**config.mk**
```make
export PLATFORM = sky130hd
export DESIGN_NAME = shf_flag_shifter
export DESIGN_NICKNAME = d
export VERILOG_FILES = /design/src/rtl/shf_pkg.sv /design/src/rtl/shf_count_reduce.sv /design/src/rtl/shf_lane.sv /design/src/rtl/shf_select.sv /design/src/rtl/shf_flag_shifter.sv
export SDC_FILE = /design/constraint.sdc
export NUM_CORES = 1
export LEC_CHECK = 0
export ABC_CLOCK_PERIOD_IN_PS = 800
export BUFFER_PORTS_ARGS = -buffer_cell sky130_fd_sc_hd__buf_2
export CAP_MARGIN = 20
export CORE_MARGIN = 2
export CORE_UTILIZATION = 55
export DETAILED_ROUTE_END_ITERATION = 8
export PLACE_DENSITY = 0.83
export SLEW_MARGIN = 40
export SYNTH_ARGS = -nofsm -noshare
export SYNTH_HDL_FRONTEND = slang
export SYNTH_SLANG_ARGS = --single-unit
```
**constraint.sdc**
```tcl
create_clock -name clk -period 0.8 [get_ports clk]
set_input_delay 0.16 -clock clk [delete_from_list [all_inputs] [get_ports clk]]
set_output_delay 0.16 -clock clk [all_outputs]
set_load 0.03 [all_outputs]
```
**src/rtl/shf_pkg.sv**
```systemverilog
package shf_pkg;

    typedef enum logic [1:0] {
        SHK_LSL     = 2'b00,
        SHK_LSR     = 2'b01,
        SHK_ASR     = 2'b10,
        SHK_LSL_ALT = 2'b11
    } shift_kind_e;

    localparam int unsigned NUM_LANES = 3;
    localparam int unsigned LANE_LSL  = 0;
    localparam int unsigned LANE_LSR  = 1;
    localparam int unsigned LANE_ASR  = 2;

endpackage

```
**src/rtl/shf_count_reduce.sv**
```systemverilog
module shf_count_reduce #(
    parameter int unsigned CNT_IN_W = 8,
    parameter int unsigned CNT_W    = 6
) (
    input  logic [CNT_IN_W-1:0] raw_cnt,
    output logic [CNT_W-1:0]    amt,
    output logic                amt_zero
);

    // Modulo 2**CNT_W: the upper bits are discarded.
    assign amt      = raw_cnt[CNT_W-1:0];
    assign amt_zero = (amt == '0);

    generate
        if (CNT_IN_W > CNT_W) begin : g_drop_hi
            logic unused_hi_bits;
            assign unused_hi_bits = ^raw_cnt[CNT_IN_W-1:CNT_W];
        end
    endgenerate

endmodule

```
**src/rtl/shf_lane.sv**
```systemverilog
module shf_lane #(
    parameter int unsigned DATA_W   = 32,
    parameter int unsigned CNT_W    = 6,
    parameter bit          DIR_LEFT = 1'b1,
    parameter bit          ARITH    = 1'b0
) (
    input  logic [DATA_W-1:0] src,
    input  logic [CNT_W-1:0]  amt,
    output logic [DATA_W-1:0] res,
    output logic              cout
);

    localparam int unsigned EXT_W = DATA_W + 1;

    generate
        if (DIR_LEFT) begin : g_left
            // One guard bit above the word catches the last bit leaving the top.
            logic [EXT_W-1:0] wide_l;
            assign wide_l = {1'b0, src} << amt;
            assign res    = wide_l[DATA_W-1:0];
            assign cout   = wide_l[DATA_W];
        end else if (ARITH) begin : g_arith
            // One guard bit below the word catches the last bit leaving the bottom.
            logic signed [EXT_W-1:0] wide_a;
            assign wide_a = $signed({src, 1'b0}) >>> amt;
            assign res    = wide_a[DATA_W:1];
            assign cout   = wide_a[0];
        end else begin : g_logic
            logic [EXT_W-1:0] wide_r;
            assign wide_r = {src, 1'b0} >> amt;
            assign res    = wide_r[DATA_W:1];
            assign cout   = wide_r[0];
        end
    endgenerate

endmodule

```
**src/rtl/shf_select.sv**
```systemverilog
module shf_select
    import shf_pkg::*;
#(
    parameter int unsigned DATA_W = 32
) (
    input  shift_kind_e       kind,
    input  logic              amt_zero,
    input  logic [DATA_W-1:0] src,
    input  logic              carry_in,
    input  logic [DATA_W-1:0] lane_res [NUM_LANES],
    input  logic              lane_cy  [NUM_LANES],
    output logic [DATA_W-1:0] sel_res,
    output logic              sel_cy
);

    always_comb begin
        sel_res = lane_res[LANE_LSL];
        sel_cy  = lane_cy[LANE_LSL];
        unique case (kind)
            SHK_LSL, SHK_LSL_ALT: begin
                sel_res = lane_res[LANE_LSL];
                sel_cy  = lane_cy[LANE_LSL];
            end
            SHK_LSR: begin
                sel_res = lane_res[LANE_LSR];
                sel_cy  = lane_cy[LANE_LSR];
            end
            SHK_ASR: begin
                sel_res = lane_res[LANE_ASR];
                sel_cy  = lane_cy[LANE_ASR];
            end
            default: begin
                sel_res = lane_res[LANE_LSL];
                sel_cy  = lane_cy[LANE_LSL];
            end
        endcase
        if (amt_zero) begin
            sel_res = src;
            sel_cy  = carry_in;
        end
    end

endmodule

```
**src/rtl/shf_flag_shifter.sv**
```systemverilog
module shf_flag_shifter
    import shf_pkg::*;
#(
    parameter int unsigned DATA_W   = 32,
    parameter int unsigned CNT_IN_W = 8,
    parameter int unsigned CNT_W    = 6,
    parameter bit          REG_OUT  = 1'b1
) (
    input  logic                clk,
    input  logic                rst_n,
    input  logic [DATA_W-1:0]   src_val,
    input  logic [CNT_IN_W-1:0] shamt,
    input  logic [1:0]          kind,
    input  logic                carry_in,
    output logic [DATA_W-1:0]   result,
    output logic                carry_out,
    output logic                ext_out
);

    logic [CNT_W-1:0]  amt;
    logic              amt_zero;
    logic [DATA_W-1:0] lane_res [NUM_LANES];
    logic              lane_cy  [NUM_LANES];
    logic [DATA_W-1:0] nxt_res;
    logic              nxt_cy;
    shift_kind_e       kind_e;

    assign kind_e = shift_kind_e'(kind);

    shf_count_reduce #(
        .CNT_IN_W (CNT_IN_W),
        .CNT_W    (CNT_W)
    ) u_cnt (
        .raw_cnt  (shamt),
        .amt      (amt),
        .amt_zero (amt_zero)
    );

    generate
        for (genvar g = 0; g < NUM_LANES; g++) begin : g_lane
            shf_lane #(
                .DATA_W   (DATA_W),
                .CNT_W    (CNT_W),
                .DIR_LEFT (g == LANE_LSL),
                .ARITH    (g == LANE_ASR)
            ) u_lane (
                .src  (src_val),
                .amt  (amt),
                .res  (lane_res[g]),
                .cout (lane_cy[g])
            );
        end
    endgenerate

    shf_select #(
        .DATA_W (DATA_W)
    ) u_sel (
        .kind     (kind_e),
        .amt_zero (amt_zero),
        .src      (src_val),
        .carry_in (carry_in),
        .lane_res (lane_res),
        .lane_cy  (lane_cy),
        .sel_res  (nxt_res),
        .sel_cy   (nxt_cy)
    );

    generate
        if (REG_OUT) begin : g_reg
            always_ff @(posedge clk or negedge rst_n) begin
                if (!rst_n) begin
                    result    <= '0;
                    carry_out <= 1'b0;
                    ext_out   <= 1'b0;
                end else begin
                    result    <= nxt_res;
                    carry_out <= nxt_cy;
                    ext_out   <= nxt_cy;
                end
            end
        end else begin : g_comb
            assign result    = nxt_res;
            assign carry_out = nxt_cy;
            assign ext_out   = nxt_cy;
        end
    endgenerate

endmodule

```
==> impl_results.md, run 1 <==
* Vias in the first global route at 10000
* Synthesized cell area at 5620 um^2
* Synth Area in Adders at 0.446%
* RD Place Congestion at 1.30
* Largest net degree at the start of global routing at 44
* Total CTS buffers at 5
* Compound-Gate Fraction of Synth Area at 22.6%
* Commonest cells post-synth: 64 x mux4_2, 59 x nor2_1, 49 x mux2i_1, 41 x nand2_1, 39 x clkbuf_1
* Post-synthesis mux area share at 39.0%
* Syn_nets at 667
* XOR/XNOR share of the synthesized area at 0%
* Sink Count at 33
* Yosys top cell area share at 25.7%
* Prevailing post-synth register cell: dfrtp_1
* Die width at 105 um
* Register area share after synthesis at 14.7%
* Status: did not finish
* Synthesized instance count at 620
* Syn Area/Cell at 9.06 um^2
* Post-synth ARST share at 100%
* Global-route wire length before repair at 65900 um
* I/O Buffers at 76
* Total gr overflow at 123
* Starting Density at 56.9%
* Placed cell count at 983
* EDFF count, synth at 0
* Synth cell types at 74
* Final HPWL DP at 22600 um
* Cell taking the most area after synthesis: mux4_2
* Stopped at: 5_1_grt
* Yosys reg bits at 33
* Area contributors post-synth: mux4_2 26%, dfrtp_1 15%, mux2i_1 8.7%
* Post-synthesis simple-gate area fraction at 17.2%
* Max Root-Sink Buffers at 2
* Total I/O pin count at 79
* Cell Area, Placed at 7710 um^2
* First error: [ERROR GRT-0116] Global routing finished with congestion. Check the congestion regions in the DRC Viewer.
* Ys Warns at 0
* Htree depth at 2
* Cell with the most instances after synthesis: mux4_2
* Largest family of logic cells by synthesized area: multiplexers
* Die height at 105 um
* Clk root buf: clkbuf_8
* Setup slack at placement at -1570 ps
* Total track usage at 81.1%
* Row Count at 36
## layer usage
layer  overflow  track usage [%]
met1          0             78.7
met4         69             84.3
met5          0             33.3
met2         52             95.0
met3          2             70.4
## per-stage QoR
stage,hold slack [ps],setup TNS [ps]
after floorplan,-136,-32920
after global placement,-7.21,-44320
after detailed placement,-9.72,-46360
after CTS,222,-34590
## logic make-up after synthesis
group,after synthesis
multiplexers,136
AO/OA/AOI/OAI,180
buffers and inverters,75
flip-flops,33
adder cells (fa/ha/maj),2
AND/OR/NAND/NOR,194
## repair_timing
| item | 4_1_cts |
|---|---|
| gates cloned | 3 |
| pin swaps | 31 |
| gates resized for setup | 188 |
| buffers inserted | 17 |
| hold endpoints to repair | 33 |
| hold buffers | 1 |
| setup endpoints to repair | 67 |
==> run 2, diff against run 1 <==
--- a/config.mk
+++ b/config.mk
@@ -9,9 +9,9 @@
 export BUFFER_PORTS_ARGS = -buffer_cell sky130_fd_sc_hd__buf_2
 export CAP_MARGIN = 20
 export CORE_MARGIN = 2
-export CORE_UTILIZATION = 55
+export CORE_UTILIZATION = 40
 export DETAILED_ROUTE_END_ITERATION = 8
-export PLACE_DENSITY = 0.83
+export PLACE_DENSITY_LB_ADDON = 0.15
 export SLEW_MARGIN = 40
 export SYNTH_ARGS = -nofsm -noshare
 export SYNTH_HDL_FRONTEND = slang
==> impl_results.md, run 2 <==
* Status: finished with violations
* Failing checks: DRC, setup timing
* Drt initial violations at 1229
* Met2 Use GR at 70.3%
* Largest regs: result (32), ext_out (1)
* Net Switching at 4.67 mW
* CTS tree: done
* Sw Share at 42.0%
* Grt met3 use at 12.9%
* Commonest cells post-synth: 64 x mux4_2, 59 x nor2_1, 49 x mux2i_1, 41 x nand2_1, 39 x clkbuf_1
* WS Path Type: in2reg
* Comb power frac at 64.3%
* Crit path required time at 930 ps
* Row Count at 43 (+19%)
* Synthesized cell area at 5620 um^2 (unchanged)
* Residual DRC at 2
* Syn Area/Cell at 9.06 um^2 (unchanged)
* Largest family of logic cells by synthesized area: multiplexers
* Post-synth ARST share at 100% (unchanged)
* Yosys top cell area share at 25.7% (unchanged)
* Total I/O pin count at 79 (unchanged)
* Max Root-Sink Buffers at 2 (unchanged)
* Overall power at 11.1 mW
* Prevailing post-synth register cell: dfrtp_1
* Post-Layout Cell Count at 1157
* Die width at 122 um (+17%)
* Cell with the most instances after synthesis: mux4_2
* Htree depth at 2 (unchanged)
* P_leak at 4.34 nW
* Clock share of power at 18.0%
* Cell taking the most area after synthesis: mux4_2
* RSZ-0062 raised after global routing: yes
* XOR/XNOR share of the synthesized area at 0% (unchanged)
* Total track usage at 45.9%
* Reg power frac at 17.6%
* Most frequent cells in the layout: 284 x buf_4, 73 x buf_6, 64 x mux4_2
* Slew Limit Fails at 0
* Relative slew slack at 47.8%
* Global-route wire length before repair at 49800 um
* Final HPWL DP at 26100 um (+15%)
* Starting Density at 40.8% (-16 points)
* Placed cell count at 1091 (+11%)
* Vias in the first global route at 7690
* Final Cell Area at 10100 um^2
* Pre-antenna DRT Iters at 9
* Total gr overflow at 0
* Fill count at 1036
* Max reg flops at 32
* Largest net degree at the start of global routing at 32
* Total CTS buffers at 5 (unchanged)
* RD Place Congestion at 1.11 (-14%)
* Synthesized instance count at 620 (unchanged)
* Commonest non-fill, non-tap cell in the layout: buf_4
* P_int at 6.44 mW
* Fraction of layout cells with a size suffix above 1 at 66.1%
* Max Freq at 509 MHz
* Max Cap Viol at 0
* Pwr Density at 1100 nW/um^2
* Peak supply drop at 0.715 mV
* Met1 Resource Use GR at 58.3%
* Routed Antenna Nets at 0
* Element type at the critical path end: flop
* WL final at 35200 um
* Worst Setup Start Kind: primary input
* Most used cell, CP: buf_4
* Syn_nets at 667 (unchanged)
* EDFF count, synth at 0 (unchanged)
* Post-synthesis mux area share at 39.0% (unchanged)
* Synth Area in Adders at 0.446% (unchanged)
* Synth cell types at 74 (unchanged)
* Vias per inst at 7.03
* Area Overhead vs Synth at 79.6%
* CP max FO at 13
* Top reg by flops: result
* Slew @ Worst Pin at 782 ps
* Post-synthesis simple-gate area fraction at 17.2% (unchanged)
* Crit-path cells: buf_2 -> buf_4 -> buf_4 -> o211ai_1 -> buf_4 -> buf_4 -> o21ai_0 -> o21ai_0 -> nand3_2
* Nets at 1021
* Vias post-DR at 8133
* Gr busiest metal: met2
* Fin. Hold Viols at 0
* Worst hold path class: in2reg
* Clk root buf: clkbuf_16
* Yosys reg bits at 33 (unchanged)
* WL/cell at 30.4 um
* I/O Buffers at 76 (unchanged)
* Clock-pin slew on the worst setup and hold paths at 70 ps
* Die height at 122 um (+17%)
* Sink Count at 33 (unchanged)
* Hold slack at 197 ps
* Setup slack at placement at -1690 ps (-119 ps)
* Antenna violations before repair at 1
* Final Critical Period at 1960 ps
* Register area share after synthesis at 14.7% (unchanged)
* Period Utilization, post-route at 246%
* Crit path largest cell delay at 510 ps
* # setup viols final at 67
* Cell Area, Placed at 8190 um^2 (+6.2%)
* Full die area at 15000 um^2
* Slowest-stage cell, CP: o21ai_0
* Area contributors post-synth: mux4_2 26%, dfrtp_1 15%, mux2i_1 8.7%
* Ys Warns at 0 (unchanged)
* Worst setup margin at -1160 ps
* Core area at 13800 um^2
* Crit path DAT at 2090 ps
* Compound-Gate Fraction of Synth Area at 22.6% (unchanged)
## run 2: cell counts after synthesis
Identical to the previous run, type by type.
## run 2: path summary, 6_finish.rpt
check / from / endpoint / slack [ps] / depth (start not counted)
setup / recovery: src_val[31] / result[29] / -1160 / 9
min in group asynchronous: rst_n / result[0] / 260 / 2
hold / removal: src_val[25] / result[25] / 200 / 2
max in group asynchronous: rst_n / result[23] / 120 / 3
## run 2: cell type report
| class | instances | area, um^2 | area share, % |
|---|---|---|---|
| clock buffers | 5 | 125 | 1.24 |
| flip-flops and latches | 33 | 827 | 8.20 |
| inverters | 7 | 26.3 | 0.261 |
| repair buffers | 415 | 3630 | 36.0 |
| diodes | 2 | 5.00 | 0.0496 |
| clock inverters | 3 | 17.5 | 0.174 |
| multi-input cells | 512 | 5230 | 51.8 |
| well taps | 180 | 225 | 2.23 |
## run 2: critical path, delay by kind of cell
family / cells / cell delay, ps
buffers and inverters: 5 / 930
AOI/OAI and AO/OA: 3 / 860
and+or+nand+nor: 1 / 140
## run 2: logic make-up after synthesis
group,after synthesis
and+or+nand+nor,194
DFF,33
adders and majority gates,2
AOI/OAI and AO/OA,180
muxes,136
buffers and inverters,75
## run 2: power by group through the flow
stage	sequential [mW]	combinational (mW)	clock, mW
2_1_floorplan	2.28	2.42	0
3_3_place_gp	1.94	5.34	0
3_5_place_dp	1.94	5.42	0
4_1_cts	1.96	6.33	1.98
5_1_grt	1.97	7.28	2.05
6_report	1.96	7.15	2.00
## run 2: through the flow
stage / util (%) / TNS [ps]
after floorplan: - / -32920
after global placement: 59.5 / -48550
after detailed placement: 59.5 / -50010
after CTS: 68.8 / -34170
after global routing: 73.2 / -37330
final: 73.2 / -36190
## run 2: repair_timing
| action | CTS | global route |
|---|---|---|
| setup endpoints to repair | 67 | 67 |
| resized for setup | 217 | 84 |
| cloned | 4 | 2 |
| buffers inserted | 29 | 26 |
| hold endpoints to repair | 20 | 0 |
| hold buffers | 1 | 0 |
| pin swaps | 45 | 48 |
## run 2: per-layer routing
metal / part of all wire [%] / wire length (um)
met5: 0.037 / 13
met4: 8.3 / 2920
met3: 13 / 4630
met2: 43 / 15100
met1: 36 / 12500
Note: power is estimated with default switching activity, not from simulation.
